### src/rtl/smbrd_pkg.sv
package smbrd_pkg;

  typedef enum logic [2:0] {
    ST_IDLE,   // waiting for a start
    ST_RX,     // shifting in an address or command byte
    ST_RXACK,  // slave holding SDA low for the ninth clock
    ST_TX,     // shifting out a byte
    ST_TXACK   // master answering a sent byte
  } state_e;

  typedef struct packed {
    logic clrCrc;
    logic crcStep;
    logic rxShift;
    logic txShift;
    logic loadTxMem;
    logic loadTxCount;
    logic loadTxPec;
    logic loadPtr;
    logic incPtr;
  } strobe_t;

  // one MSB-first step of CRC-8, polynomial x^8 + x^2 + x + 1
  function automatic logic [7:0] crc8Step(logic [7:0] cur, logic bitIn);
    logic fb;
    fb = cur[7] ^ bitIn;
    return {cur[6:0], 1'b0} ^ (fb ? 8'h07 : 8'h00);
  endfunction

endpackage

### src/rtl/smbrd_dp.sv
module smbrd_dp
  import smbrd_pkg::*;
#(
  parameter int MEM_AW      = 6,
  parameter int SYNC_STAGES = 2,
  parameter int BLOCK_LEN   = 32
) (
  input  logic              clk,
  input  logic              rstN,
  input  logic              sclIn,
  input  logic              sdaIn,
  input  strobe_t           strobe,
  input  logic [7:0]        memData,
  output logic [MEM_AW-1:0] memAddr,
  output logic              sclLevel,
  output logic              sclRise,
  output logic              sclFall,
  output logic              startDet,
  output logic              stopDet,
  output logic              sdaBit,
  output logic [7:0]        rxByte,
  output logic              txMsb,
  output logic [7:0]        crcVal
);

  localparam logic [7:0] COUNT_BYTE = 8'(BLOCK_LEN);
  localparam int         TOP = SYNC_STAGES - 1;

  logic [TOP:0] sclPipe, sdaPipe;
  logic         sclPrev, sdaPrev;
  logic [7:0]   rxReg, txReg, crcReg;
  logic [MEM_AW-1:0] ptr;

  // synchronizer chains, one flop per stage
  for (genvar g = 0; g < SYNC_STAGES; g++) begin : gSync
    if (g == 0) begin : gFirst
      always_ff @(posedge clk or negedge rstN)
        if (!rstN) begin
          sclPipe[0] <= 1'b1;
          sdaPipe[0] <= 1'b1;
        end else begin
          sclPipe[0] <= sclIn;
          sdaPipe[0] <= sdaIn;
        end
    end else begin : gNext
      always_ff @(posedge clk or negedge rstN)
        if (!rstN) begin
          sclPipe[g] <= 1'b1;
          sdaPipe[g] <= 1'b1;
        end else begin
          sclPipe[g] <= sclPipe[g-1];
          sdaPipe[g] <= sdaPipe[g-1];
        end
    end
  end

  always_ff @(posedge clk or negedge rstN)
    if (!rstN) begin
      sclPrev <= 1'b1;
      sdaPrev <= 1'b1;
    end else begin
      sclPrev <= sclPipe[TOP];
      sdaPrev <= sdaPipe[TOP];
    end

  assign sclLevel = sclPipe[TOP];
  assign sdaBit   = sdaPipe[TOP];
  assign sclRise  = sclLevel & ~sclPrev;
  assign sclFall  = ~sclLevel & sclPrev;
  assign startDet = sclLevel & sclPrev & sdaPrev & ~sdaBit;
  assign stopDet  = sclLevel & sclPrev & ~sdaPrev & sdaBit;

  always_ff @(posedge clk or negedge rstN)
    if (!rstN) begin
      rxReg  <= '0;
      txReg  <= 8'hFF;
      crcReg <= '0;
      ptr    <= '0;
    end else begin
      if (strobe.rxShift) rxReg <= {rxReg[6:0], sdaBit};

      if (strobe.loadTxMem)        txReg <= memData;
      else if (strobe.loadTxCount) txReg <= COUNT_BYTE;
      else if (strobe.loadTxPec)   txReg <= crcReg;
      else if (strobe.txShift)     txReg <= {txReg[6:0], 1'b1};

      if (strobe.clrCrc)       crcReg <= '0;
      else if (strobe.crcStep) crcReg <= crc8Step(crcReg, sdaBit);

      if (strobe.loadPtr)     ptr <= rxReg[MEM_AW-1:0];
      else if (strobe.incPtr) ptr <= ptr + 1'b1;
    end

  assign memAddr = ptr;
  assign rxByte  = rxReg;
  assign txMsb   = txReg[7];
  assign crcVal  = crcReg;

endmodule

### src/rtl/smbrd_ctrl.sv
module smbrd_ctrl
  import smbrd_pkg::*;
#(
  parameter logic [6:0] SLAVE_ADDR = 7'h2A,
  parameter logic [7:0] BLOCK_CMD  = 8'hFD,
  parameter int         BLOCK_LEN  = 32
) (
  input  logic       clk,
  input  logic       rstN,
  input  logic       sclRise,
  input  logic       sclFall,
  input  logic       startDet,
  input  logic       stopDet,
  input  logic       sdaBit,
  input  logic [7:0] rxByte,
  input  logic       txMsb,
  input  logic       pecEn,
  output strobe_t    strobe,
  output logic       sdaOe,
  output state_e     state,
  output logic       armed
);

  localparam int IDXW = $clog2(BLOCK_LEN + 2);
  localparam logic [IDXW-1:0] LAST_DATA = IDXW'(BLOCK_LEN);
  localparam logic [IDXW-1:0] PEC_IDX   = IDXW'(BLOCK_LEN + 1);

  state_e          stateN;
  logic [3:0]      bitCnt, bitCntN;
  logic            rxIsAddr, rxIsAddrN, isRead, isReadN, armedN;
  logic            blockMode, blockModeN, masterAck, masterAckN;
  logic [IDXW-1:0] byteIdx, byteIdxN;
  logic            isData;

  assign isData = !blockMode || (byteIdx != '0 && byteIdx <= LAST_DATA);

  always_comb begin
    stateN     = state;
    bitCntN    = bitCnt;
    rxIsAddrN  = rxIsAddr;
    isReadN    = isRead;
    armedN     = armed;
    blockModeN = blockMode;
    masterAckN = masterAck;
    byteIdxN   = byteIdx;
    strobe     = '0;
    if (stopDet) begin
      stateN = ST_IDLE;
      armedN = 1'b0;
    end else if (startDet) begin
      stateN        = ST_RX;
      bitCntN       = '0;
      rxIsAddrN     = 1'b1;
      strobe.clrCrc = !armed;
    end else if (sclRise) begin
      unique case (state)
        ST_RX: begin
          strobe.rxShift = 1'b1;
          strobe.crcStep = 1'b1;
          bitCntN        = bitCnt + 1'b1;
        end
        ST_TX: begin
          strobe.crcStep = 1'b1;
          bitCntN        = bitCnt + 1'b1;
        end
        ST_TXACK: masterAckN = !sdaBit;
        default: ;
      endcase
    end else if (sclFall) begin
      unique case (state)
        ST_RX: if (bitCnt == 4'd8) begin
          if (rxIsAddr) begin
            if (rxByte[7:1] == SLAVE_ADDR) begin
              stateN  = ST_RXACK;
              isReadN = rxByte[0];
            end else begin
              stateN = ST_IDLE;
              armedN = 1'b0;
            end
          end else begin
            stateN = ST_RXACK;
            if (rxByte == BLOCK_CMD) armedN = 1'b1;
            else begin
              strobe.loadPtr = 1'b1;
              armedN         = 1'b0;
            end
          end
        end
        ST_RXACK: begin
          bitCntN = '0;
          if (rxIsAddr && isRead) begin
            stateN     = ST_TX;
            blockModeN = armed;
            byteIdxN   = '0;
            armedN     = 1'b0;
            if (armed) strobe.loadTxCount = 1'b1;
            else       strobe.loadTxMem   = 1'b1;
          end else if (rxIsAddr) begin
            stateN    = ST_RX;
            rxIsAddrN = 1'b0;
          end else begin
            stateN = ST_IDLE;
          end
        end
        ST_TX: begin
          if (bitCnt == 4'd8) begin
            stateN        = ST_TXACK;
            strobe.incPtr = isData;
          end else begin
            strobe.txShift = 1'b1;
          end
        end
        ST_TXACK: begin
          bitCntN = '0;
          if (!blockMode || byteIdx == PEC_IDX || !masterAck) begin
            stateN = ST_IDLE;
          end else if (byteIdx == LAST_DATA) begin
            if (pecEn) begin
              stateN           = ST_TX;
              strobe.loadTxPec = 1'b1;
              byteIdxN         = byteIdx + 1'b1;
            end else begin
              stateN = ST_IDLE;
            end
          end else begin
            stateN           = ST_TX;
            strobe.loadTxMem = 1'b1;
            byteIdxN         = byteIdx + 1'b1;
          end
        end
        default: ;
      endcase
    end
  end

  always_ff @(posedge clk or negedge rstN)
    if (!rstN) begin
      state     <= ST_IDLE;
      bitCnt    <= '0;
      rxIsAddr  <= 1'b0;
      isRead    <= 1'b0;
      armed     <= 1'b0;
      blockMode <= 1'b0;
      masterAck <= 1'b0;
      byteIdx   <= '0;
    end else begin
      state     <= stateN;
      bitCnt    <= bitCntN;
      rxIsAddr  <= rxIsAddrN;
      isRead    <= isReadN;
      armed     <= armedN;
      blockMode <= blockModeN;
      masterAck <= masterAckN;
      byteIdx   <= byteIdxN;
    end

  // only state registers feed the pin, so it moves once per bus event
  assign sdaOe = (state == ST_RXACK) || (state == ST_TX && !txMsb);

endmodule

### src/rtl/smbrd_engine.sv
module smbrd_engine
  import smbrd_pkg::*;
#(
  parameter logic [6:0] SLAVE_ADDR  = 7'h2A,
  parameter logic [7:0] BLOCK_CMD   = 8'hFD,
  parameter int         BLOCK_LEN   = 32,
  parameter int         MEM_AW      = 6,
  parameter int         SYNC_STAGES = 2
) (
  input  logic              clk,
  input  logic              rstN,
  input  logic              sclIn,
  input  logic              sdaIn,
  output logic              sdaOe,
  input  logic              pecEn,
  output logic [MEM_AW-1:0] memAddr,
  input  logic [7:0]        memData
);

  strobe_t    strobe;
  logic       sclLevel, sclRise, sclFall, startDet, stopDet, sdaBit, txMsb;
  logic [7:0] rxByte, crcVal;
  state_e     state;
  logic       armed, incPtr;

  smbrd_dp #(
    .MEM_AW(MEM_AW), .SYNC_STAGES(SYNC_STAGES), .BLOCK_LEN(BLOCK_LEN)
  ) u_dp (
    .clk(clk), .rstN(rstN), .sclIn(sclIn), .sdaIn(sdaIn), .strobe(strobe),
    .memData(memData), .memAddr(memAddr), .sclLevel(sclLevel),
    .sclRise(sclRise), .sclFall(sclFall), .startDet(startDet),
    .stopDet(stopDet), .sdaBit(sdaBit), .rxByte(rxByte), .txMsb(txMsb),
    .crcVal(crcVal)
  );

  smbrd_ctrl #(
    .SLAVE_ADDR(SLAVE_ADDR), .BLOCK_CMD(BLOCK_CMD), .BLOCK_LEN(BLOCK_LEN)
  ) u_ctrl (
    .clk(clk), .rstN(rstN), .sclRise(sclRise), .sclFall(sclFall),
    .startDet(startDet), .stopDet(stopDet), .sdaBit(sdaBit),
    .rxByte(rxByte), .txMsb(txMsb), .pecEn(pecEn), .strobe(strobe),
    .sdaOe(sdaOe), .state(state), .armed(armed)
  );

  assign incPtr = strobe.incPtr;

endmodule

### config.mk
export PLATFORM = sky130hd
export DESIGN_NAME = smbrd_engine
export DESIGN_NICKNAME = d
export VERILOG_FILES = /design/src/rtl/smbrd_pkg.sv /design/src/rtl/smbrd_dp.sv /design/src/rtl/smbrd_ctrl.sv /design/src/rtl/smbrd_engine.sv
export SDC_FILE = /design/constraint.sdc
export NUM_CORES = 1
export LEC_CHECK = 0
export BUFFER_PORTS_ARGS = -buffer_cell sky130_fd_sc_hd__buf_2
export CAP_MARGIN = 20
export CORE_UTILIZATION = 65
export CTS_BUF_LIST = sky130_fd_sc_hd__clkbuf_16
export CTS_CLUSTER_DIAMETER = 40
export DETAILED_ROUTE_END_ITERATION = 12
export PLACE_DENSITY_LB_ADDON = 0.05
export SYNTH_ARGS = -nofsm -noshare
export SYNTH_HDL_FRONTEND = slang
export SYNTH_SLANG_ARGS = --single-unit
### constraint.sdc
create_clock -name clk -period 5.29 [get_ports clk]
set_input_delay 0.529 -clock clk [delete_from_list [all_inputs] [get_ports clk]]
set_output_delay 0.529 -clock clk [all_outputs]
set_load 0.02 [all_outputs]
==> results_dict.tcl, run 1 <==
set metrics [dict create \
    ys_types 62 \
    post-route-min-period_ns 2.381 \
    relSlewSlack_pct 38.66 \
    num_vias 2371 \
    cts_max_level 2 \
    fin_crit_sh_pct 45.02 \
    critPathBufInv 1 \
    worstSetupStartpointType "flip-flop" \
    worst_path_dominant_cell_family "compound AO/OA/AOI/OAI gates" \
    hp-class "primary input to flip-flop" \
    clk_pin_slew_ns 0.07 \
    power.share.clock_pct 24.8 \
    ios 20 \
    clock_path_buffers 2 \
    cts_hold_buf 0 \
    p_switching_uw 437.3 \
    cts_tree "built" \
    dp_hpwl_mm 4.455 \
    wl_per_cell_um 17.39 \
    cts_root_buf "clkbuf_16" \
    tightest_slew_ns 0.9125 \
    yosys.area.top_type "dfrtp_1" \
    syn_area_um2 2927 \
    whs_ns 0.3362 \
    drv_cap 0 \
    hold_path_depth 1 \
    hold_viol 0 \
    initial_core_util_pct 67.21 \
    place_inst 358 \
    drt_pass1_iterations 4 \
    synthCells 297 \
    worst_ep_required_time_ns 5.47 \
    ant_nets 0 \
    intPower_uw 864.8 \
    ys_warn_count 0 \
    crit_path_end_kind "flip-flop" \
    cts_buffers 5 \
    power_frac_seq_pct 51.4 \
    io_buffers 19 \
    dp_slack_ns 2.964 \
    cellLeakagePower_nw 1.430 \
    worstSkewPairLatency_ns 0.29 \
    synth_top_area_share_pct 34.20 \
    wirelength_mm 6.366 \
    fin_total_pwr_mw 1.302 \
    synth.area.top_cells "dfrtp_1 (34%), dfstp_2 (13%), mux2_2 (3.1%)" \
    syn-num-nets 316 \
    grt-ovfl-total 0 \
    grt_max_degree 55 \
    rows 24 \
    worst_clock_skew_ns 0.006951 \
    core_area_um2 4354 \
    finalSetupTns_ns 0 \
    via_per_inst 6.478 \
    cp_num_cells 7 \
    grt_pass1_vias 2239 \
    crit_path_top_delay_cell "a211oi_2" \
    synth_edf_count 0 \
    fill_cells 329 \
    remaining_drc_errors 0 \
    synth_most_common_cell "dfrtp_1" \
    cp_data_arrival_time_ns 2.56 \
    setup_viol 0 \
    die_height_um 69.10 \
    crit_chain "inv_1 -> ha_1 -> nor4b_1 -> xor2_1 -> a211oi_2 -> a21oi_1 -> a311o_1" \
    final_layout_size_suffix_gt1_share_pct 18.47 \
    ys_async_sr_fraction_pct 100.0 \
    grt_pass1_wl_mm 10.74 \
    syn_avg_cell_area_um2 9.854 \
    dieArea_um2 4775 \
    layout.nets 332 \
    comb_power_share_pct 23.8 \
    slowest_delay_ns 0.56 \
    max_freq_ghz 0.4199 \
    fin_ws_ns 2.909 \
    place_congestion 0.9492 \
    slew_violations 0 \
    clkSinkCount 54 \
    r2r_cells 7 \
    irDropWorstVdd_uv 263.3 \
    first_iter_violations 158 \
    antenna_found_initial 0 \
    critPathKind "flip-flop to flip-flop" \
    antennaDiodeCount 0 \
    synthFlopType "dfrtp_1" \
    status "finished, final reports clean" \
    cts-resized-gates 0 \
    final_cells 366 \
    die_w_um 69.10 \
    grt_usage_pct 28.10 \
    post_cts_buffers 0 \
    rsz0062_at_grt "no" \
    critPathMaxFanout 8 \
    ys_seq_elements 54 \
    power_switching_share_pct 33.58 \
    synth_common_cells "dfrtp_1 (40), nor2_1 (24), nand2_1 (23)" \
    ys_seq_area_share_pct 46.77 \
    p_per_area_nw_per_um2 408.8 \
    areaGrowthSynthToFinish_pct 8.850 \
]
cell usage in the layout, fill, tap and decap left out, drive strengths merged, types with 5 or more instances in the layout:
master,instances
a22o,9
nand2,24
a21oi,14
buf,20
ha,6
inv,17
dfstp,14
nor3,5
nand2b,9
o21ai,17
nor2,24
o32ai,6
nand3,7
nand4,7
dfrtp,40
clkbuf,5
mux2,8
o22ai,8
kinds of logic after synthesis:
group	after synthesis	synth area share [%]
muxes	12	4.447
buffers and inverters	28	4.061
DFF	54	46.77
AOI/OAI and AO/OA	81	19.28
adders and majority gates	6	2.565
xor gates and xnor gates	6	1.796
and+or+nand+nor	110	21.08
sequential cells by signal, indices dropped and copies added, names as in the netlist, 3 cells and up:
signal / cells
u_ctrl.bitCnt: 4
u_ctrl.byteIdx: 6
u_ctrl.state: 3
u_dp.crcVal: 8
u_dp.memAddr: 6
u_dp.rxByte: 8
u_dp.txReg: 8
worst reg2reg max path, stage by stage, from the launching register on:
cell      delay [ns]
dfrtp_1         0.43
inv_1           0.10
ha_1            0.20
nor4b_1         0.35
xor2_1          0.15
a211oi_2        0.56
a21oi_1         0.15
a311o_1         0.33
path summary, 6_finish.rpt:
path                                          startpoint                       endpoint  slack [ns]
max                        u_ctrl.byteIdx[0]$_DFFE_PN0P_    u_dp.memAddr[2]$_DFFE_PN0P_        2.91
min                                                sclIn      u_dp.sclPipe[0]$_DFF_PN1_        0.34
max reg2reg                u_ctrl.byteIdx[0]$_DFFE_PN0P_    u_dp.memAddr[2]$_DFFE_PN0P_        2.91
min reg2reg                    u_dp.sdaPipe[0]$_DFF_PN1_          u_dp.sdaBit$_DFF_PN1_        0.36
max in group asynchronous                           rstN   u_ctrl.bitCnt[0]$_DFFE_PN0P_        4.48
min in group asynchronous                           rstN  u_ctrl.byteIdx[3]$_DFFE_PN0P_        0.36
layer usage:
| layer | vias to the layer above | global-route usage (%) | share of wire [%] |
|---|---|---|---|
| met2 | 71 | 45.09 | 49 |
| li1 | 1132 | - | - |
| met3 | 11 | 6.287 | 5.7 |
| met1 | 1157 | 38.51 | 44 |
| met4 | 0 | 7.937 | 1.7 |
| met5 | - | 0 | 0 |
area by class of cell:
type,count,area [um^2],share of cell area [%]
Clock buffer,5,125.1,3.928
Clock inverter,3,21.27,0.6677
Inverter,17,63.81,2.003
Multi-Input combinational cell,215,1439,45.17
Sequential cell,54,1369,42.97
Tap cell,52,65.06,2.042
Timing Repair Buffer,20,102.6,3.221
power by group through the flow:
stage | sequential (mW) | combinational, mW | clock, mW
floorplan | 0.611 | 0.279 | 0
global placement | 0.667 | 0.295 | 0
detailed placement | 0.670 | 0.309 | 0
CTS | 0.665 | 0.311 | 0.327
global route | 0.685 | 0.348 | 0.341
finish | 0.669 | 0.310 | 0.323
per-stage QoR:
stage | cell area, um^2 | util (%)
floorplan | 2927 | -
global placement | 3039 | 69.80
detailed placement | 3039 | 69.80
CTS | 3186 | 73.16
global route | 3186 | 73.16
finish | 3186 | 73.16
(Power assumes the default switching activity.)
==> run 2, diff against run 1 <==
Settings changed: CORE_UTILIZATION 65 to 60.
Clock period 5.29 ns to 2.4 ns, I/O delays scaled along.
==> results_dict.tcl, run 2 (synthesized netlist as in run 1, its figures left out) <==
set metrics [dict create \
    hp-class "primary input to flip-flop" \
    multiInputGateArea_um2 1439 \
    finalSetupTns_ns 0 \
    worst_clock_skew_ns 0.009541 \
    core_area_um2 4723 \
    r2r-start "u_ctrl.state[1]$_DFFE_PN0P_" \
    dp_hpwl_mm 4.599 \
    crit_path_end_kind "flip-flop" \
    place_area_um2 3131 \
    worst_ep_required_time_ns 2.62 \
    critPathBufInv 0 \
    die_w_um 71.84 \
    grt_max_degree 31 \
    num_vias 2410 \
    mostFrequentLayoutCells "dfrtp_1 (40), nor2_1 (24), nand2_1 (23), buf_2 (19), inv_1 (17)" \
    clk_pin_slew_ns 0.07 \
    cts_max_level 2 \
    cts_root_buf "clkbuf_16" \
    wl_per_cell_um 16.33 \
    fill_cells 356 \
    ios 20 \
    setup_viol 0 \
    cellLeakagePower_nw 1.487 \
    power_switching_share_pct 32.18 \
    cts_tree "built" \
    cts-resized-gates 0 \
    slowest_delay_ns 0.60 \
    critPathMaxFanout 12 \
    met1_usage_pct 35.36 \
    initial_core_util_pct 61.96 \
    post-route-min-period_ns 2.134 \
    cp_data_arrival_time_ns 2.35 \
    antenna_found_initial 0 \
    hold_viol 0 \
    gr-max-usage-layer "met2" \
    rrSetupSlack_ns 0.27 \
    relSlewSlack_pct 52.60 \
    comb_power_share_pct 24.3 \
    power_frac_seq_pct 48.1 \
    rsz0062_at_grt "no" \
    grt_pass1_wl_mm 10.65 \
    final_core_util_pct 70.17 \
    wirelength_mm 6.369 \
    cp_num_cells 5 \
    areaGrowthSynthToFinish_pct 13.25 \
    grt_pass1_vias 2252 \
    cts_buffers 5 \
    drv_cap 0 \
    clkSinkCount 54 \
    intPower_mw 2.044 \
    tightest_slew_ns 0.7063 \
    remaining_drc_errors 0 \
    final_cells 390 \
    crit_path_top_delay_cell "dfrtp_1" \
    worst_path_dominant_cell_family "simple AND/OR/NAND/NOR gates" \
    p_switching_uw 969.7 \
    via_per_inst 6.179 \
    grt_use_met2_pct 44.76 \
    fin_crit_sh_pct 88.92 \
    io_buffers 19 \
    first_iter_violations 185 \
    final_common_cell "dfrtp_1" \
    use_met3_pct 4.923 \
    crit_start "u_ctrl.state[1]$_DFFE_PN0P_" \
    antennaDiodeCount 0 \
    worstSkewPairLatency_ns 0.29 \
    place_inst 381 \
    grt_usage_pct 26.68 \
    rows 25 \
    max_freq_ghz 0.4686 \
    crit_chain "nand2b_4 -> or2_0 -> a211o_1 -> or4_1 -> a21oi_1" \
    fin_area_um2 3314 \
    critPathKind "flip-flop to flip-flop" \
    r2r_cells 5 \
    irDropWorstVdd_uv 603.5 \
    die_height_um 71.84 \
    p_per_area_nw_per_um2 909.2 \
    r2r-end "u_ctrl.byteIdx[4]$_DFFE_PN0P_" \
    fin_total_pwr_mw 3.014 \
    place_congestion 0.9221 \
    slew_violations 0 \
    register_area_um2 1369 \
    power.share.clock_pct 27.7 \
    crit_end "u_ctrl.byteIdx[4]$_DFFE_PN0P_" \
    status "finished, final reports clean" \
    clock_path_buffers 2 \
    ant_nets 0 \
    drt_pass1_iterations 4 \
    grt-ovfl-total 0 \
    post_cts_buffers 0 \
    worstSetupStartpointType "flip-flop" \
    dieArea_um2 5161 \
    final_layout_size_suffix_gt1_share_pct 20.74 \
    layout.nets 341 \
]
==> run 2: area by class of cell <==
| class | count | area share (%) |
|---|---|---|
| Multi-Input combinational cell | 215 | 43.41 |
| Sequential cell | 54 | 41.30 |
| Timing Repair Buffer | 29 | 5.587 |
| Clock buffer | 5 | 3.775 |
| Tap cell | 67 | 2.529 |
| Inverter | 17 | 1.925 |
| Clock inverter | 3 | 1.472 |
==> run 2: timing repair <==
| item | CTS | global route |
|---|---|---|
| hold buffers | 1 | 0 |
| endpoints found under the setup margin | 0 | 0 |
| hold endpoints to repair | 16 | 0 |
==> run 2: worst min-delay path by stage <==
stage | cells past startpoint | slack, ns | from | endpoint
floorplan | 0 | -0.06 | rstN | u_ctrl.armed$_DFFE_PN0P_
CTS | 1 | 0.04 | sclIn | u_dp.sclPipe[0]$_DFF_PN1_
global placement | 1 | 0.27 | rstN | u_ctrl.byteIdx[2]$_DFFE_PN0P_
detailed placement | 1 | 0.27 | rstN | u_ctrl.byteIdx[2]$_DFFE_PN0P_
finish | 1 | 0.04 | sclIn | u_dp.sclPipe[0]$_DFF_PN1_
global route | 1 | 0.03 | sclIn | u_dp.sclPipe[0]$_DFF_PN1_
==> run 2: layer usage <==
layer  part of all wire (%)  vias to the layer above
met3                    4.8                       13
li1                       -                     1157
met2                     50                       74
met4                    2.0                        0
met5                      0                        -
met1                     43                     1166
==> run 2: through the flow <==
| stage | worst slack, ns | hold slack (ns) |
|---|---|---|
| 2_1_floorplan | 0.3242 | -0.05559 |
| 3_3_place_gp | 0.3499 | 0.2656 |
| 3_5_place_dp | 0.3090 | 0.2685 |
| 4_1_cts | 0.2904 | 0.04051 |
| 5_1_grt | 0.1517 | 0.03305 |
| 6_report | 0.2660 | 0.04265 |
==> run 2: power by group through the flow <==
| stage | clock [mW] | sequential (mW) | combinational (mW) |
|---|---|---|---|
| after floorplan | 0 | 1.35 | 0.614 |
| after global placement | 0 | 1.45 | 0.707 |
| after detailed placement | 0 | 1.45 | 0.730 |
| after CTS | 0.846 | 1.44 | 0.731 |
| after global routing | 0.880 | 1.48 | 0.813 |
| final | 0.833 | 1.45 | 0.732 |
==> run 3, diff against run 2 <==
Settings changed: REMOVE_ABC_BUFFERS set to 1.
==> results_dict.tcl, run 3 (synthesized netlist as in run 1, its figures left out) <==
set metrics [dict create \
    hp-class "primary input to flip-flop" \
    clock_path_buffers 2 \
    post-route-min-period_ns 2.139 \
    core_area_um2 4723 \
    clkSinkCount 54 \
    remaining_drc_errors 0 \
    post_cts_buffers 0 \
    rows 25 \
    cts_max_level 2 \
    wirelength_mm 6.324 \
    mostFrequentLayoutCells "dfrtp_1 (40), nor2_1 (24), nand2_1 (23), buf_2 (19), inv_1 (17)" \
    setup_viol 0 \
    crit_path_end_kind "flip-flop" \
    grt_usage_pct 26.97 \
    grt_max_degree 55 \
    ant_nets 0 \
    hold_viol 0 \
    worstSetupStartpointType "flip-flop" \
    dieArea_um2 5161 \
    worst_ep_required_time_ns 2.58 \
    worst_clock_skew_ns 0.008168 \
    p_per_area_nw_per_um2 923.6 \
    antenna_found_initial 0 \
    final_common_cell "dfrtp_1" \
    register_area_um2 1369 \
    cts-resized-gates 0 \
    ios 20 \
    die_w_um 71.84 \
    via_per_inst 6.165 \
    io_buffers 19 \
    finalSetupTns_ns 0 \
    fill_cells 380 \
    first_iter_violations 147 \
    cts_root_buf "clkbuf_16" \
    place_congestion 0.9308 \
    hold_path_depth 1 \
    antennaDiodeCount 0 \
    worstSkewPairLatency_ns 0.30 \
    multiInputGateArea_um2 1439 \
    areaGrowthSynthToFinish_pct 12.48 \
    clk_pin_slew_ns 0.07 \
    cts_tree "built" \
    final_layout_size_suffix_gt1_share_pct 20.81 \
    status "finished, final reports clean" \
    grt_pass1_vias 2212 \
    initial_core_util_pct 61.96 \
    cts_buffers 5 \
    tightest_slew_ns 0.6934 \
    grt_pass1_wl_mm 10.67 \
    r2r_cells 6 \
    relSlewSlack_pct 53.60 \
    drv_cap 0 \
    layout.nets 340 \
    slew_violations 0 \
    whs_ns 0.03806 \
    dp_hpwl_mm 4.544 \
    grt-ovfl-total 0 \
    irDropWorstVdd_uv 703.4 \
    rsz0062_at_grt "no" \
    cellLeakagePower_nw 1.478 \
    die_height_um 71.84 \
    cp_data_arrival_time_ns 2.32 \
    num_vias 2398 \
    fin_crit_sh_pct 89.11 \
    max_freq_ghz 0.4676 \
    drt_pass1_iterations 4 \
    wl_per_cell_um 16.26 \
    critPathKind "flip-flop to flip-flop" \
    critPathMaxFanout 12 \
    cts_hold_buf 0 \
]
==> run 3: through the flow <==
stage | power (mW) | cell area, um^2 | util, % | cells | setup slack (ns)
2_1_floorplan | 1.928 | 2872 | - | 286 | 0.3241
3_3_place_gp | 2.167 | 3118 | 66.01 | 381 | 0.3460
3_5_place_dp | 2.204 | 3118 | 66.01 | 381 | 0.2790
4_1_cts | 3.048 | 3292 | 69.70 | 389 | 0.2655
5_1_grt | 3.211 | 3292 | 69.70 | 389 | 0.1418
6_report | 3.040 | 3292 | 69.70 | 389 | 0.2613
==> run 3: final timing paths <==
check	end	slack, ns	from
min reg2reg	u_dp.sdaBit$_DFF_PN1_	0.36	u_dp.sdaPipe[0]$_DFF_PN1_
min in group asynchronous	u_dp.memAddr[3]$_DFFE_PN0P_	0.06	rstN
max reg2reg	u_dp.memAddr[2]$_DFFE_PN0P_	0.26	u_ctrl.state[2]$_DFFE_PN0P_
min	u_dp.sdaPipe[0]$_DFF_PN1_	0.04	sdaIn
max in group asynchronous	u_dp.crcVal[6]$_DFFE_PN0P_	1.90	rstN
max	u_dp.memAddr[2]$_DFFE_PN0P_	0.26	u_ctrl.state[2]$_DFFE_PN0P_
==> run 3: layout make-up <==
cell class | instances | share of cell area, %
Clock buffer | 5 | 3.801
Inverter | 17 | 1.938
Sequential cell | 54 | 41.58
Tap cell | 67 | 2.547
Multi-Input combinational cell | 215 | 43.71
Clock inverter | 3 | 1.482
Timing Repair Buffer | 28 | 4.941
==> run 3: metal layers <==
metal  global-route usage, %  vias up  part of all wire (%)
li1                        -     1147                     -
met1                   37.14     1160                    46
met2                   42.56       77                    47
met3                   5.345       14                   5.6
met4                   10.02        0                   2.1
met5                       0        -                     0
==> run 3: power breakdown <==
| part | switching, mW | total (mW) | internal, mW |
|---|---|---|---|
| clock | 0.340 | 0.840 | 0.500 |
| combinational | 0.422 | 0.785 | 0.362 |
| sequential | 0.225 | 1.42 | 1.19 |
==> run 3: critical path: stages, from the launching register on <==
cell	delay [ns]
dfrtp_1	0.38
buf_4	0.17
nor4b_1	0.57
o2111ai_1	0.37
nand2_1	0.16
a21oi_1	0.06
a311o_1	0.32
